**src/rtl/seq_pkg.sv**
```systemverilog
package seq_pkg;
  parameter int ADDR_W = 16;
  parameter int DATA_W = 8;
  // bytes in one saved frame: two wide registers split into bytes plus three narrow ones
  parameter int FRAME_N = 2 * (ADDR_W / DATA_W) + 2 * (ADDR_W / DATA_W) / 2 + 1;

  // code sits in address bits [2:1] of the vector pair
  typedef enum logic [1:0] {
    SRC_IRQ = 2'd0,
    SRC_SWI = 2'd1,
    SRC_NMI = 2'd2,
    SRC_RST = 2'd3
  } src_e;

  typedef enum logic [3:0] {
    ST_RUN, ST_PUSH, ST_GAP, ST_VHI, ST_VLO, ST_LOAD, ST_WAIT, ST_HALT, ST_RHOLD
  } st_e;

  function automatic logic [ADDR_W-1:0] vec_addr(input src_e s, input logic lo);
    vec_addr = {{(ADDR_W-3){1'b1}}, s, lo};
  endfunction
endpackage

```
**src/rtl/rst_qual.sv**
```systemverilog
module rst_qual #(
  parameter int MIN = 8
) (
  input  logic clk,
  input  logic rst,
  input  logic line,
  output logic hit
);
  localparam int CW = $clog2(MIN + 1);
  localparam logic [CW-1:0] TOP = CW'(MIN);
  localparam logic [CW-1:0] EDGE_AT = CW'(MIN - 1);

  logic [CW-1:0] run;

  always_ff @(posedge clk) begin
    if (rst)           run <= '0;
    else if (!line)    run <= '0;
    else if (run != TOP) run <= run + 1'b1;
  end

  // high on the sample that completes MIN consecutive highs
  assign hit = line && (run == EDGE_AT);
endmodule

```
**src/rtl/nmi_edge.sv**
```systemverilog
module nmi_edge (
  input  logic clk,
  input  logic rst,
  input  logic nmi_n,
  input  logic clr,
  output logic take
);
  logic prev, pend, fall;

  assign fall = prev & ~nmi_n;
  assign take = pend | fall;

  always_ff @(posedge clk) begin
    if (rst) begin
      prev <= 1'b1;
      pend <= 1'b0;
    end else begin
      prev <= nmi_n;
      if (clr)       pend <= 1'b0;
      else if (fall) pend <= 1'b1;
    end
  end
endmodule

```
**src/rtl/frame_mux.sv**
```systemverilog
module frame_mux #(
  parameter int AW = 16,
  parameter int DW = 8,
  parameter int IW = 3
) (
  input  logic [IW-1:0] idx,
  input  logic [AW-1:0] pc,
  input  logic [AW-1:0] ix,
  input  logic [DW-1:0] acc_a,
  input  logic [DW-1:0] acc_b,
  input  logic [DW-1:0] ccr,
  output logic [DW-1:0] byte_o
);
  // slot order is architectural: the return sequence pops in reverse
  always_comb begin
    case (idx)
      IW'(0):  byte_o = pc[DW-1:0];
      IW'(1):  byte_o = pc[AW-1:DW];
      IW'(2):  byte_o = ix[DW-1:0];
      IW'(3):  byte_o = ix[AW-1:DW];
      IW'(4):  byte_o = acc_a;
      IW'(5):  byte_o = acc_b;
      IW'(6):  byte_o = ccr;
      default: byte_o = '0;
    endcase
  end
endmodule

```
**src/rtl/irq_stack_seq.sv**
```systemverilog
module irq_stack_seq
  import seq_pkg::*;
#(
  parameter int RST_MIN = 8
) (
  input  logic              clk,
  input  logic              rst,
  input  logic              cpu_rst,
  input  logic              nmi_n,
  input  logic              irq_n,
  input  logic              halt_n,
  input  logic              i_mask,
  input  logic              insn_end,
  input  logic              swi_req,
  input  logic              wai_req,
  input  logic [ADDR_W-1:0] pc,
  input  logic [ADDR_W-1:0] ix,
  input  logic [DATA_W-1:0] acc_a,
  input  logic [DATA_W-1:0] acc_b,
  input  logic [DATA_W-1:0] ccr,
  input  logic [ADDR_W-1:0] sp,
  input  logic [DATA_W-1:0] rdata,
  output logic [ADDR_W-1:0] addr,
  output logic [DATA_W-1:0] wdata,
  output logic              rw,
  output logic              vma,
  output logic              ba,
  output logic              core_hold,
  output logic              sp_wr,
  output logic [ADDR_W-1:0] sp_nxt,
  output logic              pc_wr,
  output logic [ADDR_W-1:0] pc_nxt,
  output logic              set_i
);
  localparam int IW = $clog2(FRAME_N);
  localparam logic [IW-1:0] LAST = IW'(FRAME_N - 1);

  st_e               state;
  src_e              src;
  logic [IW-1:0]     idx;
  logic              wai_f, irq_lat;
  logic [ADDR_W-1:0] sp_base;
  logic [DATA_W-1:0] vhi, vlo;
  logic              rst_hit, nmi_take, nmi_clr, irq_ok;
  logic [DATA_W-1:0] push_byte;

  rst_qual #(.MIN(RST_MIN)) u_rq (
    .clk(clk), .rst(rst), .line(cpu_rst), .hit(rst_hit)
  );

  nmi_edge u_ne (
    .clk(clk), .rst(rst), .nmi_n(nmi_n), .clr(nmi_clr), .take(nmi_take)
  );

  frame_mux #(.AW(ADDR_W), .DW(DATA_W), .IW(IW)) u_fm (
    .idx(idx), .pc(pc), .ix(ix), .acc_a(acc_a), .acc_b(acc_b), .ccr(ccr),
    .byte_o(push_byte)
  );

  assign irq_ok = (~irq_n | irq_lat) & ~i_mask;

  // pending NMI is consumed wherever it is granted, and dropped by a qualified reset
  always_comb begin
    nmi_clr = rst_hit;
    case (state)
      ST_RUN:  if (insn_end && halt_n && nmi_take) nmi_clr = 1'b1;
      ST_HALT: if (halt_n && nmi_take)             nmi_clr = 1'b1;
      ST_WAIT: if (nmi_take)                       nmi_clr = 1'b1;
      default: ;
    endcase
  end

  always_ff @(posedge clk) begin
    if (rst) begin
      state   <= ST_RUN;
      src     <= SRC_IRQ;
      idx     <= '0;
      wai_f   <= 1'b0;
      irq_lat <= 1'b0;
      sp_base <= '0;
      vhi     <= '0;
      vlo     <= '0;
    end else if (rst_hit) begin
      state   <= ST_RHOLD;
      irq_lat <= 1'b0;
      wai_f   <= 1'b0;
    end else begin
      case (state)
        ST_RUN: if (insn_end) begin
          if (!halt_n) state <= ST_HALT;
          else if (nmi_take || irq_ok || swi_req || wai_req) begin
            state   <= ST_PUSH;
            idx     <= '0;
            sp_base <= sp;
            wai_f   <= !nmi_take && !irq_ok && !swi_req;
            src     <= nmi_take ? SRC_NMI : irq_ok ? SRC_IRQ : swi_req ? SRC_SWI : SRC_IRQ;
          end
        end
        ST_PUSH: begin
          idx <= idx + 1'b1;
          if (idx == LAST) state <= ST_GAP;
        end
        ST_GAP:  state <= wai_f ? ST_WAIT : ST_VHI;
        ST_WAIT: begin
          if (nmi_take) begin
            src <= SRC_NMI; state <= ST_VHI; wai_f <= 1'b0;
          end else if (irq_ok) begin
            src <= SRC_IRQ; state <= ST_VHI; wai_f <= 1'b0;
          end
        end
        ST_VHI: begin
          vhi   <= rdata;
          state <= ST_VLO;
        end
        ST_VLO: begin
          vlo   <= rdata;
          state <= ST_LOAD;
        end
        ST_LOAD: state <= ST_RUN;
        ST_HALT: begin
          if (!irq_n) irq_lat <= 1'b1;
          if (halt_n) begin
            irq_lat <= 1'b0;
            if (nmi_take || irq_ok) begin
              state   <= ST_PUSH;
              idx     <= '0;
              sp_base <= sp;
              wai_f   <= 1'b0;
              src     <= nmi_take ? SRC_NMI : SRC_IRQ;
            end else begin
              state <= ST_RUN;
            end
          end
        end
        ST_RHOLD: if (!cpu_rst) begin
          src   <= SRC_RST;
          state <= ST_VHI;
        end
        default: state <= ST_RUN;
      endcase
    end
  end

  // outputs decode straight from the state flops
  always_comb begin
    vma   = (state == ST_PUSH) || (state == ST_VHI) || (state == ST_VLO);
    rw    = (state != ST_PUSH);
    ba    = (state == ST_WAIT) || (state == ST_HALT);
    core_hold = (state != ST_RUN);
    sp_wr = (state == ST_GAP);
    pc_wr = (state == ST_LOAD);
    set_i = (state == ST_LOAD);
    wdata = (state == ST_PUSH) ? push_byte : '0;
    case (state)
      ST_PUSH: addr = sp_base - {{(ADDR_W-IW){1'b0}}, idx};
      ST_VHI:  addr = vec_addr(src, 1'b0);
      ST_VLO:  addr = vec_addr(src, 1'b1);
      default: addr = '0;
    endcase
  end

  assign sp_nxt = sp_base - ADDR_W'(FRAME_N);
  assign pc_nxt = {vhi, vlo};
endmodule

```
**config.mk**
```make
export PLATFORM = sky130hd
export DESIGN_NAME = irq_stack_seq
export DESIGN_NICKNAME = d
export VERILOG_FILES = /design/src/rtl/seq_pkg.sv /design/src/rtl/rst_qual.sv /design/src/rtl/nmi_edge.sv /design/src/rtl/frame_mux.sv /design/src/rtl/irq_stack_seq.sv
export SDC_FILE = /design/constraint.sdc
export NUM_CORES = 1
export LEC_CHECK = 0
export CORE_ASPECT_RATIO = 1.2
export CORE_MARGIN = 2
export CORE_UTILIZATION = 43
export CTS_CLUSTER_SIZE = 30
export DETAILED_ROUTE_END_ITERATION = 7
export PLACE_DENSITY = 0.8
export SLEW_MARGIN = 10
export SYNTH_ARGS = -nofsm -noshare
export SYNTH_HDL_FRONTEND = slang
export SYNTH_HIERARCHICAL = 1
export SYNTH_SLANG_ARGS = --single-unit
```
**constraint.sdc**
```tcl
create_clock -name clk -period 2.6 [get_ports clk]
set_input_delay 0.26 -clock clk [delete_from_list [all_inputs] [get_ports clk]]
set_output_delay 0.26 -clock clk [all_outputs]
set_load 0.005 [all_outputs]
```
==> flow_metrics.py, run 1 <==
metrics = {
    "critical_path": {
        "critPathCaptureType": "primary output",
        "r2r-end": "src[0]",
        "cp_max_fo": 5,
        "crit_end": "sp_nxt[13]",
        "cp-start-kind": "flip-flop",
        "r2r-start": "state[2]",
        "critPathRequiredTime_ps": 2340,
        "ff2ff_path_depth": 6,
        "crit_start": "sp_base[8]",
        "path_class": "reg -> out",
        "r2r_setup_slack_ps": 530,
        "crit_arrival_ps": 2270,
    },
    "layout": {
        "n_antenna_cell": 0,
        "nFillCells": 690,
        "area_growth_pct": 52.2,
        "finalInstanceArea_um2": 5750,
        "layout-drive-gt1-share": 0.160,
        "layout.nets": 712,
    },
    "timing": {
        "rsz0062_at_grt": "true",
        "fmax_mhz": 395,
        "drv_slew": 0,
        "fin_crit_sh": 0.975,
        "setup_viol": 0,
        "worst_pin_slew_ps": 545,
        "period_needed_ps": 2530,
        "timing.hold.ws_ps": 480,
        "slew-limit-headroom": 0.636,
        "hold_violations": 0,
        "fin_skew_ps": 7.94,
    },
    "cts": {
        "clk-insertion-delay-late_ps": 310,
        "ctsHoldBuffers": 0,
        "cts_htree_levels": 2,
        "cts-root-buf": "clkbuf_8",
        "clk_path_buf_depth": 2,
        "cts_tree": "done",
        "clk_pin_slew_ps": 100,
        "cts_made_buffers": 5,
        "clock-sinks": 49,
    },
    "floorplanning": {
        "dieHeight_um": 107,
        "start_util": 0.441,
        "boundaryPins": 153,
        "coreArea_um2": 8560,
        "dieWidth_um": 89.5,
        "dieArea_um2": 9550,
        "num_rows": 37,
    },
    "yosys": {
        "synth.area.top_cells": "dfxtp_1, mux2i_1, nor2_1",
        "netlist_instances": 450,
        "avgSynthCellArea_um2": 8.39,
        "synthArstFlopShare": 0,
        "synth_nets": 550,
        "synthMostInstantiatedCell": "nor2_1",
        "synthDistinctLibCells": 71,
        "synth_flop_cell": "dfxtp_1",
        "synth_seq_cells": 49,
        "synth_common_cells": "nor2_1, dfxtp_1, mux2i_1",
        "synth_edf_count": 0,
        "ys_seq_area_frac": 0.260,
        "synth_top_cell_by_area": "dfxtp_1",
        "yosysWarnings": 6,
        "synth_area_um2": 3780,
        "synth_top_area_share": 0.260,
    },
    "pwr": {
        "power_mw": 5.87,
        "power_density_nw_per_um2": 1020,
        "peakVddDrop_mv": 0.978,
        "p_leak_nw": 2.40,
    },
    "place": {
        "dpl_cell_area_um2": 5480,
        "io_buffers": 152,
        "place_congestion": 0.872,
        "hpwl_um": 8570,
    },
    "route": {
        "num_vias": 3956,
        "drc": 0,
        "first_iter_violations": 214,
        "wire_per_inst_um": 15.7,
        "dr.pass1.iters": 6,
        "viasPerCell": 5.42,
        "routed_wl_um": 11400,
        "antenna_left": 0,
    },
    "global_routing": {
        "overflow": 0,
        "grt_max_degree": 41,
        "grt_first_pass_wirelength_um": 17700,
        "grt_pass1_vias": 3826,
        "antenna_found_initial": 0,
        "grt_usage": 0.230,
    },
    "run_status": {
        "status": "complete, no violations",
    },
    "run": {
        "cap_violations": 0,
    },
    "worst_hold_path": {
        "min_path_type": "reg -> reg",
    },
}
==> worst min path at each step <==
stage                   start         to  slack [ps]  cells after the start
floorplan                 rst  u_ne/prev         360                      1
global placement    u_ne/pend  u_ne/pend         440                      1
detailed placement  u_ne/pend  u_ne/pend         460                      1
CTS                 u_ne/pend  u_ne/pend         480                      1
global route        u_ne/pend  u_ne/pend         500                      1
finish              u_ne/pend  u_ne/pend         480                      1
==> logic make-up (layout without fill, tap and decap cells) <==
kind of cell,count (synthesis),after routing,synth area share
AND/OR/NAND/NOR,174,174,0.270
adder cells (fa/ha/maj),10,10,0.0351
AO/OA/AOI/OAI,81,81,0.146
buffers and inverters,51,214,0.0669
XOR/XNOR,28,28,0.0649
multiplexers,57,57,0.157
flip-flops,49,49,0.260
==> repair_timing <==
action                                  in CTS  in global routing
buffers inserted                             6                  3
pin swaps                                    5                 10
gates resized for setup                     23                 32
endpoints found under the setup margin      16                 21
endpoints found under the hold margin        0                  0
==> cell type report <==
type,instances,area (um^2),area share
clock inverter,3,28.8,0.00501
multi-input combinational,350,2620,0.456
sequential,49,991,0.172
inverter,17,63.8,0.0111
tap,117,146,0.0255
clock buffer,5,68.8,0.0120
timing repair buffer,189,1830,0.318
==> registers in the layout, summed over array words and instances, names as in the netlist <==
| name | count |
|---|---|
| idx | 3 |
| u_ne/pend | 1 |
| u_rq/run | 4 |
| u_ne/prev | 1 |
| sp_base | 16 |
| vlo | 8 |
| vhi | 8 |
| state | 4 |
| src | 2 |
| irq_lat | 1 |
| wai_f | 1 |
==> metal layers <==
metal | global-route usage | vias up | routed length (um)
met5 | 0 | - | 0
met1 | 0.289 | 1849 | 4620
li1 | - | 1915 | -
met3 | 0.0370 | 16 | 908
met2 | 0.398 | 176 | 5730
met4 | 0.0650 | 0 | 185
==> power by group <==
group / total (mW) / internal (mW) / switching [mW] / leakage, nW
clock network: 0.497 / 0.202 / 0.295 / 0.0506
logic: 4.27 / 2.36 / 1.91 / 1.95
registers: 1.10 / 0.922 / 0.181 / 0.403
total: 5.87 / 3.49 / 2.38 / 2.40
==> critical path: stages (launching register included) <==
cell and delay, ps:
dfxtp_2 370, or4_4 560, nor4b_4 240, buf_4 160
a22o_1 130, clkdlybuf4s50_1 500
==> through the flow <==
stage	util	std cells	setup WS (ps)	TNS (ps)
after floorplan	-	450	549	0
after global routing	0.671	730	-32.6	-89.6
final	0.671	730	65.7	0
after global placement	0.640	713	132	0
after detailed placement	0.640	713	65.5	0
after CTS	0.657	727	-144	-151
==> cells in the final DEF (no fill, tap or decap), drive strengths merged, types with 3 or more instances in the layout <==
cell type        n
clkdlybuf4s50  135
nor2            59
dfxtp           49
mux2i           48
buf             38
o21ai           21
nand2           20
inv             19
a21oi           18
xor2            17
nor3            14
nand3           13
xnor2           11
and2            11
o21a             9
dlygate4sd2      9
ha               9
o221ai           8
mux2             8
or3              7
nor2b            7
dlymetal6s2s     6
nor3b            6
clkbuf           5
nand4b           5
nand3b           5
nand2b           5
nor4             5
a21o             4
nor4b            4
or2              4
o21bai           3
or4              3
(Power assumes the default switching activity.)
==> inputs of run 2 (changes only) <==
ABC_CLOCK_PERIOD_IN_PS = 2600   (was default)
==> results of run 2 <==
Same layout as run 1: the final DEF is identical, and so are final timing and power.
==> inputs of run 3 (changes only) <==
SKIP_CTS_REPAIR_TIMING = 1   (was default)
==> run 3 against run 2 <==
The run now ends with setup timing left; routed wire length down 1.1%; highest routed layer unchanged; combinational power down 1%; final area down 0.44%; worst setup slack worse by 260 ps; largest cell class unchanged.
==> flow_metrics.py, run 3 (synthesis results as in run 1) <==
metrics = {
    "layout": {
        "area_growth_pct": 51.6,
        "layout-drive-gt1-share": 0.141,
        "largest_register_ffs": 16,
        "finalInstanceArea_um2": 5720,
        "regMostFlops": "sp_base",
        "seq_area_um2": 988,
        "layout.nets": 710,
        "n_antenna_cell": 0,
        "layout_commonest_cell": "clkdlybuf4s50_1",
        "nFillCells": 688,
        "reg_top3": "sp_base x16, vhi x8, vlo x8",
        "layout_common_cells": "clkdlybuf4s50_1, nor2_1, mux2i_1, dfxtp_1, buf_4",
        "final_util": 0.668,
        "multiInputGateArea_um2": 2580,
    },
    "pwr": {
        "p_sw_frac": 0.402,
        "power_frac_comb": 0.725,
        "power_mw": 5.81,
        "clkPwrFrac": 0.086,
        "power_density_nw_per_um2": 1010,
        "internal_power_mw": 3.47,
        "p_leak_nw": 2.50,
        "p_seq_frac": 0.189,
        "p_switching_mw": 2.33,
        "peakVddDrop_mv": 1.01,
    },
    "place": {
        "hpwl_um": 8570,
        "dpl_cell_area_um2": 5480,
        "detailedPlace.worstSlack_ps": 65.5,
        "io_buffers": 152,
        "place_congestion": 0.872,
    },
    "timing": {
        "slew-limit-headroom": 0.635,
        "hold_violations": 0,
        "drv_slew": 0,
        "fmax_mhz": 358,
        "setup_viol": 2,
        "worst_pin_slew_ps": 546,
        "rsz0062_at_grt": "true",
        "fin_skew_ps": 6.39,
        "fin_crit_sh": 1.08,
        "period_needed_ps": 2800,
        "fin_ws_ps": -196,
        "timing.hold.ws_ps": 480,
    },
    "global_routing": {
        "grt_max_degree": 41,
        "overflow": 0,
        "grt_first_pass_wirelength_um": 17500,
        "antenna_found_initial": 0,
        "grt_usage": 0.227,
        "grt_pass1_vias": 3777,
    },
    "critical_path": {
        "critPathRequiredTime_ps": 2340,
        "critPathCaptureType": "primary output",
        "crit_arrival_ps": 2540,
        "path_class": "reg -> out",
        "cp_max_fo": 5,
        "cp-start-kind": "flip-flop",
    },
    "floorplanning": {
        "coreArea_um2": 8560,
        "dieWidth_um": 89.5,
        "dieHeight_um": 107,
        "start_util": 0.441,
        "dieArea_um2": 9550,
        "boundaryPins": 153,
        "num_rows": 37,
    },
    "run": {
        "cap_violations": 0,
    },
    "route": {
        "viasPerCell": 5.39,
        "drc": 0,
        "num_vias": 3921,
        "antenna_left": 0,
        "routed_wl_um": 11300,
        "first_iter_violations": 178,
        "dr.pass1.iters": 6,
        "wire_per_inst_um": 15.5,
    },
    "run_status": {
        "violations": "setup timing",
        "status": "complete, but fails checks",
    },
    "cts": {
        "cts_htree_levels": 2,
        "clock-sinks": 49,
        "cts_tree": "done",
        "cts_made_buffers": 5,
        "clk_path_buf_depth": 2,
        "clk_pin_slew_ps": 100,
        "cts-root-buf": "clkbuf_8",
        "clk-insertion-delay-late_ps": 310,
    },
    "worst_hold_path": {
        "min_path_type": "reg -> reg",
    },
}
[run 3: cell types whose count changed in the layout (fill, tap and decap cells not counted), moves of 4 or more]
cell / delta
dlygate4sd2_1: -9
dfxtp_1: +4
dfxtp_2: -5
dlymetal6s2s_1: +10
[run 3: path summary, 6_finish.rpt]
| path | slack, ps | cells after the start | end | startpoint |
|---|---|---|---|---|
| max | -200 | 6 | addr[14] | sp_base[9] |
| min reg2reg | 480 | 1 | u_ne/pend | u_ne/pend |
| max reg2reg | 540 | 6 | src[0] | state[2] |
| min | 480 | 1 | u_ne/pend | u_ne/pend |
[run 3: layout make-up]
| class | count | area share |
|---|---|---|
| clock buffers | 5 | 0.0120 |
| clock inverters | 3 | 0.00503 |
| inverters | 17 | 0.0111 |
| multi-input cells | 350 | 0.451 |
| flip-flops and latches | 49 | 0.173 |
| well taps | 117 | 0.0256 |
| repair buffers | 187 | 0.323 |
[run 3: per-layer routing]
metal  up-vias  GRT usage  part of all wire
met2       161      0.391              0.51
met1      1843      0.286              0.40
met3        10     0.0370             0.078
li1       1907          -                 -
met4         0     0.0640             0.012
met5         -          0                 0
[run 3: critical path, cell delays in order (launching register included)]
cell and delay [ps]:
dfxtp_4 380, or4_4 570, nor4b_4 350, and2b_1 190, xnor2_1 70, o21ai_1 130, clkdlybuf4s50_1 520
[run 3: power groups by stage]
stage	clock, mW	combinational, mW	sequential [mW]
2_1_floorplan	0	2.31	1.05
3_3_place_gp	0	3.98	1.08
3_5_place_dp	0	4.02	1.10
4_1_cts	0.516	4.06	1.08
5_1_grt	0.550	4.58	1.12
6_report	0.501	4.21	1.10
[run 3: through the flow]
step           cells  TNS [ps]
2_1_floorplan    450         0
4_1_cts          721     -2230
3_5_place_dp     713         0
5_1_grt          728      -578
3_3_place_gp     713         0
6_report         728      -236
